--- src/rtl/csmul_pkg.sv ---
package csmul_pkg;

   typedef enum logic [1:0] {
      PH_IDLE  = 2'd0,
      PH_ACCUM = 2'd1,
      PH_FLUSH = 2'd2
   } csmul_phase_e;

endpackage

--- src/rtl/csmul_csa_row.sv ---
module csmul_csa_row #(
   parameter int W = 32
) (
   input  logic [W-1:0] x_in,
   input  logic [W-1:0] y_in,
   input  logic [W-1:0] z_in,
   output logic [W-1:0] sum_out,
   output logic [W-1:0] cry_out
);

   generate
      if (W < 1) begin : g_bad_width
         $error("csmul_csa_row: W must be at least 1");
      end
   endgenerate

   // one independent full adder per column; cry_out[i] carries weight i+1
   for (genvar i = 0; i < W; i++) begin : g_col
      always_comb begin
         sum_out[i] = x_in[i] ^ y_in[i] ^ z_in[i];
         cry_out[i] = (x_in[i] & y_in[i]) | (z_in[i] & (x_in[i] ^ y_in[i]));
      end
   end

endmodule

--- src/rtl/csmul_ctrl.sv ---
module csmul_ctrl
   import csmul_pkg::*;
#(
   parameter int N = 32
) (
   input  logic clk,
   input  logic rst_n,
   input  logic start,
   output logic load,
   output logic step,
   output logic flush,
   output logic busy,
   output logic done
);

   localparam int CW = (N > 2) ? $clog2(N) : 1;
   localparam logic [CW-1:0] LAST = CW'(N - 1);

   csmul_phase_e ph_q;
   logic [CW-1:0] cnt_q;
   logic          done_q;

   assign busy  = (ph_q != PH_IDLE);
   assign load  = start && (ph_q == PH_IDLE);
   assign step  = busy;
   assign flush = (ph_q == PH_FLUSH);
   assign done  = done_q;

   always_ff @(posedge clk or negedge rst_n) begin
      if (!rst_n) begin
         ph_q   <= PH_IDLE;
         cnt_q  <= '0;
         done_q <= 1'b0;
      end else begin
         done_q <= 1'b0;
         unique case (ph_q)
            PH_IDLE: begin
               if (start) begin
                  ph_q  <= PH_ACCUM;
                  cnt_q <= '0;
               end
            end
            PH_ACCUM: begin
               if (cnt_q == LAST) begin
                  ph_q  <= PH_FLUSH;
                  cnt_q <= '0;
               end else begin
                  cnt_q <= cnt_q + 1'b1;
               end
            end
            PH_FLUSH: begin
               if (cnt_q == LAST) begin
                  ph_q   <= PH_IDLE;
                  cnt_q  <= '0;
                  done_q <= 1'b1;
               end else begin
                  cnt_q <= cnt_q + 1'b1;
               end
            end
            default: ph_q <= PH_IDLE;
         endcase
      end
   end

   assert_done_not_busy_R3: assert property (@(posedge clk) disable iff (!rst_n)
      done |-> !busy);

   assert_done_single_R3: assert property (@(posedge clk) disable iff (!rst_n)
      done |=> !done);

   assert_accept_R2: assert property (@(posedge clk) disable iff (!rst_n)
      (start && !busy) |=> busy);

endmodule

--- src/rtl/csmul_datapath.sv ---
module csmul_datapath #(
   parameter int N = 32
) (
   input  logic         clk,
   input  logic         rst_n,
   input  logic         load,
   input  logic         step,
   input  logic         flush,
   input  logic         done,
   input  logic [N-1:0] a,
   input  logic [N-1:0] b,
   output logic [2*N-1:0] product
);

   logic [N-1:0] mcand_q;
   logic [N-1:0] mplr_q;
   logic [N-1:0] sum_q;
   logic [N-1:0] cry_q;

   logic [N-1:0] pp;
   logic [N-1:0] fa_sum;
   logic [N-1:0] fa_cry;
   logic [N-1:0] sum_nxt;
   logic [N-1:0] cry_nxt;
   logic [N-1:0] mplr_nxt;

   // partial product: gated multiplicand while accumulating, zero while flushing
   always_comb begin
      if (flush) pp = '0;
      else       pp = mcand_q & {N{mplr_q[0]}};
   end

   csmul_csa_row #(.W(N)) u_row (
      .x_in   (sum_q),
      .y_in   (cry_q),
      .z_in   (pp),
      .sum_out(fa_sum),
      .cry_out(fa_cry)
   );

   // accumulate: shift right, retire the column-0 sum into the multiplier register
   // flush: no shift, saved carries advance one column
   always_comb begin
      if (flush) begin
         sum_nxt  = fa_sum;
         cry_nxt  = {fa_cry[N-2:0], 1'b0};
         mplr_nxt = mplr_q;
      end else begin
         sum_nxt  = {fa_cry[N-1], fa_sum[N-1:1]};
         cry_nxt  = {1'b0, fa_cry[N-2:0]};
         mplr_nxt = {fa_sum[0], mplr_q[N-1:1]};
      end
   end

   always_ff @(posedge clk or negedge rst_n) begin
      if (!rst_n) begin
         mcand_q <= '0;
         mplr_q  <= '0;
         sum_q   <= '0;
         cry_q   <= '0;
      end else if (load) begin
         mcand_q <= a;
         mplr_q  <= b;
         sum_q   <= '0;
         cry_q   <= '0;
      end else if (step) begin
         sum_q   <= sum_nxt;
         cry_q   <= cry_nxt;
         mplr_q  <= mplr_nxt;
      end
   end

   assign product = {sum_q, mplr_q};

   assert_carries_resolved_R4: assert property (@(posedge clk) disable iff (!rst_n)
      done |-> (cry_q == '0));

   assert_no_top_overflow_R4: assert property (@(posedge clk) disable iff (!rst_n)
      (step && flush) |-> !fa_cry[N-1]);

   assert_operand_kept_R5: assert property (@(posedge clk) disable iff (!rst_n)
      (step && !load) |=> $stable(mcand_q));

   assert_idle_hold_R7: assert property (@(posedge clk) disable iff (!rst_n)
      (!step && !load) |=> $stable(product));

endmodule

--- src/rtl/csmul_seq.sv ---
module csmul_seq
   import csmul_pkg::*;
#(
   parameter int N = 32
) (
   input  logic           clk,
   input  logic           rst_n,
   input  logic           start,
   input  logic [N-1:0]   a,
   input  logic [N-1:0]   b,
   output logic           busy,
   output logic           done,
   output logic [2*N-1:0] product
);

   generate
      if (N < 2) begin : g_bad_n
         $error("csmul_seq: N must be at least 2");
      end
   endgenerate

   logic load;
   logic step;
   logic flush;

   csmul_ctrl #(.N(N)) u_ctrl (
      .clk  (clk),
      .rst_n(rst_n),
      .start(start),
      .load (load),
      .step (step),
      .flush(flush),
      .busy (busy),
      .done (done)
   );

   csmul_datapath #(.N(N)) u_dp (
      .clk    (clk),
      .rst_n  (rst_n),
      .load   (load),
      .step   (step),
      .flush  (flush),
      .done   (done),
      .a      (a),
      .b      (b),
      .product(product)
   );

endmodule

--- config.mk ---
export PLATFORM = sky130hd
export DESIGN_NAME = csmul_seq
export DESIGN_NICKNAME = d
export VERILOG_FILES = /design/src/rtl/csmul_pkg.sv /design/src/rtl/csmul_csa_row.sv /design/src/rtl/csmul_ctrl.sv /design/src/rtl/csmul_datapath.sv /design/src/rtl/csmul_seq.sv
export SDC_FILE = /design/constraint.sdc
export NUM_CORES = 1
export LEC_CHECK = 0
export BUFFER_PORTS_ARGS = -buffer_cell sky130_fd_sc_hd__buf_2
export CAP_MARGIN = 40
export CORE_MARGIN = 8
export CORE_UTILIZATION = 55
export CTS_BUF_LIST = sky130_fd_sc_hd__clkbuf_16
export DETAILED_ROUTE_END_ITERATION = 12
export PLACE_DENSITY = 0.79
export SETUP_SLACK_MARGIN = 0.05
export SLEW_MARGIN = 10
export SYNTH_ARGS = -nofsm -noshare
export SYNTH_HDL_FRONTEND = slang
export SYNTH_SLANG_ARGS = --single-unit
export TNS_END_PERCENT = 10
--- constraint.sdc ---
create_clock -name clk -period 2.6 [get_ports clk]
set_input_delay 0.65 -clock clk [delete_from_list [all_inputs] [get_ports clk]]
set_output_delay 0.65 -clock clk [all_outputs]
set_load 0.02 [all_outputs]
==> impl_summary.log <==
[metrics] run status: complete, no violations
[metrics] count of buffers from port buffering: 132
[metrics] nets in the synthesized netlist: 717
[metrics] Sink Count: 136
[metrics] depth of the most critical reg-to-reg path: 8
[metrics] Peak Freq: 437 MHz
[metrics] post-detailed-placement half-perimeter wirelength: 10900 um
[metrics] endpoint of the worst-slack reg-to-reg timing path: u_dp.sum_q[31]
[metrics] die span in y: 129 um
[metrics] final period demand of the worst path: 2.29 ns
[metrics] most common cell after layout, fill and taps aside: dfrtp_1
[metrics] wire length of the first global-routing pass: 26000 um
[metrics] placement-stage cell area: 7810 sq um
[metrics] Final Max Slew Viols: 0
[metrics] row cnt: 41
[metrics] number of warnings issued by yosys: 0
[metrics] start point of the critical path: u_ctrl.ph_q[0]
[metrics] Max Fanout on Critical Path: 6
[metrics] flip-flop and latch count after synthesis: 136
[metrics] antenna violation net count after detailed routing: 0
[metrics] net switching component of the power: 4.32 mW
[metrics] clock-pin transition on the worst setup and hold timing paths: 0.06 ns
[metrics] DIE AREA: 16700 sq um
[metrics] Slew HR: 54.3%
[metrics] Data arrival, critical path: 1.64 ns
[metrics] die boundary width: 129 um
[metrics] number of instances in the synthesized netlist: 612
[metrics] number of endpoints failing setup at the final stage: 0
[metrics] setup TNS: 0 ns
[metrics] total of max-cap violations: 0
[metrics] Finished Cell Area: 8440 sq um
[metrics] via count: 4978
[metrics] power share of the sequential group: 33.4%
[metrics] starting utilization of the core area: 56.1%
[metrics] cell type with the largest total area after synthesis: dfrtp_1
[metrics] setup repair bufs after CTS: 0
[metrics] CTS tree: built
[metrics] post-layout instance count excluding filler cells: 920
[metrics] summed instance area of the synthesized netlist: 7050 sq um
[metrics] main combinational cell family by area after synthesis: multiplexers
[metrics] clk_skew: 0.00823 ns
[metrics] average wire length per cell after detail routing: 16.8 um
[metrics] Max IR drop VDD: 0.000700 V
[metrics] Hold Path Class: in2async
[metrics] top cells by area in the synthesized netlist: dfrtp_1 48%, mux2i_1 13%, fa_1 9.1%
[metrics] switching part of the total power: 38.8%
[metrics] multiplexer share of the synthesized area: 18.6%
[metrics] remaining global-route overflow: 0
[metrics] fraction of the core area covered by cells at the end of the flow: 67.2%
[metrics] area of the core: 12600 sq um
[metrics] adder and majority gate portion of the synthesized area: 10.2%
[metrics] number of cells in the design after placement: 888
[metrics] Setup CP Type: reg2out
[metrics] number of diodes added for antenna fixing: 0
[metrics] nets: 840
[metrics] layout cells sized above 1: 28.5%
[metrics] Boundary Pins: 133
[metrics] share of synthesized area occupied by flip-flops and latches: 48.3%
[metrics] number of gates given a new drive strength after cts: 0
[metrics] final critical-path share of the clock period: 88.0%
[metrics] all-layer global routing usage: 19.6%
[metrics] power share of the combinational group: 43.4%
[metrics] R2R Path Start: u_ctrl.ph_q[0]
[metrics] global placer's final weighted congestion: 0.874
[metrics] leading cell types in the layout, fill and taps excluded: 136 x dfrtp_1, 131 x buf_2, 94 x mux2i_1, 67 x nand2_1, 66 x o21ai_0
[metrics] type of element capturing the critical path: output port
[metrics] final wirelength: 15500 um
[metrics] number of antenna violations at the first check in global routing: 0
[metrics] transition time at the pin with the least slew margin: 0.685 ns
[metrics] number of global-route vias before repair: 5238
[metrics] post-detailed-route DRC marker count: 0
[metrics] RSZ-0062 raised after global routing: false
[metrics] worst hold slack after final layout: 0.192 ns
[metrics] cts hold-fix bufs: 0
[metrics] Inserted Clock Buffers: 17
[metrics] drt first-iter violations: 230
[metrics] internal power contribution: 6.81 mW
[metrics] clock latency on the worst-skew pair: 0.42 ns
[metrics] synthesized area per cell: 11.5 sq um
[metrics] setup slack on the worst flop-to-flop path: 0.40 ns
[metrics] via count normalized by instance count: 5.41
[metrics] Detailed Routing Iterations Pass 1: 4
[metrics] CP Launch Type: register
[metrics] area added between synthesis and finish: 19.9%
[metrics] pin count of the biggest net entering global routing: 66
[metrics] top-area cell type share of the netlist area: 48.3%
[metrics] compound-cell area share of the yosys netlist: 8.45%
[metrics] Distinct cells, synth: 36
[metrics] Post-Synth Simple-Gate Area: 10.1%
[metrics] Pleak: 3.79 nW
[metrics] relative contribution of the clock network to total power: 23.2%
[metrics] power density over the cells: 1320 nW/um^2
[metrics] endpoint of the most critical setup path: busy
[metrics] clock root cell: clkbuf_16
[metrics] worst path required time: 1.95 ns
[metrics] CTS H-tree lvls: 4
[metrics] final hold violation count: 0
[metrics] post-synthesis share of cell area spent on xor and xnor gates: 0%
[metrics] Bufs on Longest Clock Path: 2
[kinds of logic (layout without fill, tap and decap cells)]
| logic type | after synthesis | count (layout) |
|---|---|---|
| mux | 127 | 127 |
| compound gates | 112 | 112 |
| fa+ha+maj | 38 | 38 |
| buf+inv | 50 | 186 |
| flops | 136 | 136 |
| simple gates | 149 | 149 |
[sequential cells by signal, summed over array words and instances (netlist names)]
| signal | count |
|---|---|
| u_ctrl.cnt_q | 5 |
| u_ctrl.done | 1 |
| u_ctrl.ph_q | 2 |
| u_dp.cry_q | 32 |
| u_dp.mcand_q | 32 |
| u_dp.sum_q | 32 |
| u_dp.mplr_q | 32 |
[worst max-delay path, cell delays in order, from the launching register on]
cell and delay [ns]:
dfrtp_1 0.40, inv_1 0.13, ha_2 0.34, inv_1 0.16
buf_2 0.19
[power by group through the flow]
| stage | sequential (mW) | clock, mW | combinational (mW) |
|---|---|---|---|
| after floorplan | 4.10 | 0 | 3.09 |
| after global placement | 3.69 | 0 | 4.63 |
| after detailed placement | 3.75 | 0 | 4.86 |
| after CTS | 3.73 | 2.63 | 4.91 |
| after global routing | 3.85 | 2.73 | 5.40 |
| final | 3.72 | 2.58 | 4.83 |
[Yosys cell counts]
cell	instances
a32o_1	1
dfrtp_1	136
or3b_1	1
nor2_1	35
a32oi_1	2
nor2b_4	1
a31oi_1	1
a21oi_1	35
o22a_1	1
nand2_1	67
nand3_1	2
nand2_2	1
inv_1	8
mux2_2	33
o311ai_0	1
mux2i_1	94
buf_6	10
and2_1	31
fa_1	32
o21bai_1	1
buf_4	7
buf_2	13
nor4bb_1	1
or4_1	1
o32a_1	1
nor3b_1	2
clkbuf_1	11
clkbuf_4	1
o221ai_1	1
o22ai_1	2
nor2b_1	4
or4b_1	1
and3_1	1
nor2_8	1
o21ai_0	66
ha_1	6
[cell type report]
type	instances	area (sq um)
Clock buffer	17	425
Clock inverter	15	210
Inverter	8	30.0
Timing Repair Buffer	146	805
Sequential cell	136	3400
Tap cell	172	215
Fill cell	991	4120
Multi-Input combinational cell	426	3360
[worst min path at each step]
stage | endpoint | cells after the start | slack [ns] | start
2_1_floorplan | u_ctrl.cnt_q[0] | 0 | 0.35 | rst_n
3_3_place_gp | u_dp.mcand_q[2] | 1 | 0.48 | u_dp.mcand_q[2]
3_5_place_dp | u_dp.mcand_q[1] | 1 | 0.48 | u_dp.mcand_q[1]
4_1_cts | u_dp.sum_q[26] | 1 | 0.24 | rst_n
5_1_grt | u_dp.sum_q[26] | 1 | 0.26 | rst_n
6_report | u_dp.sum_q[26] | 1 | 0.19 | rst_n
[per-layer routing]
| layer | track usage (%) | wire length (um) | vias up | share of wire (%) |
|---|---|---|---|---|
| met3 | 6.00 | 1050 | 21 | 6.8 |
| met2 | 32.3 | 7430 | 135 | 48 |
| met1 | 23.8 | 6690 | 2465 | 43 |
| met5 | 0 | 0 | - | 0 |
| met4 | 7.53 | 282 | 0 | 1.8 |
| li1 | - | - | 2357 | - |
[through the flow]
| stage | worst slack [ns] | power (mW) |
|---|---|---|
| 2_1_floorplan | 0.428 | 7.19 |
| 3_3_place_gp | 0.491 | 8.32 |
| 3_5_place_dp | 0.393 | 8.61 |
| 4_1_cts | 0.292 | 11.3 |
| 5_1_grt | 0.241 | 12.0 |
| 6_report | 0.312 | 11.1 |
Note: power is estimated with default switching activity, not from simulation.
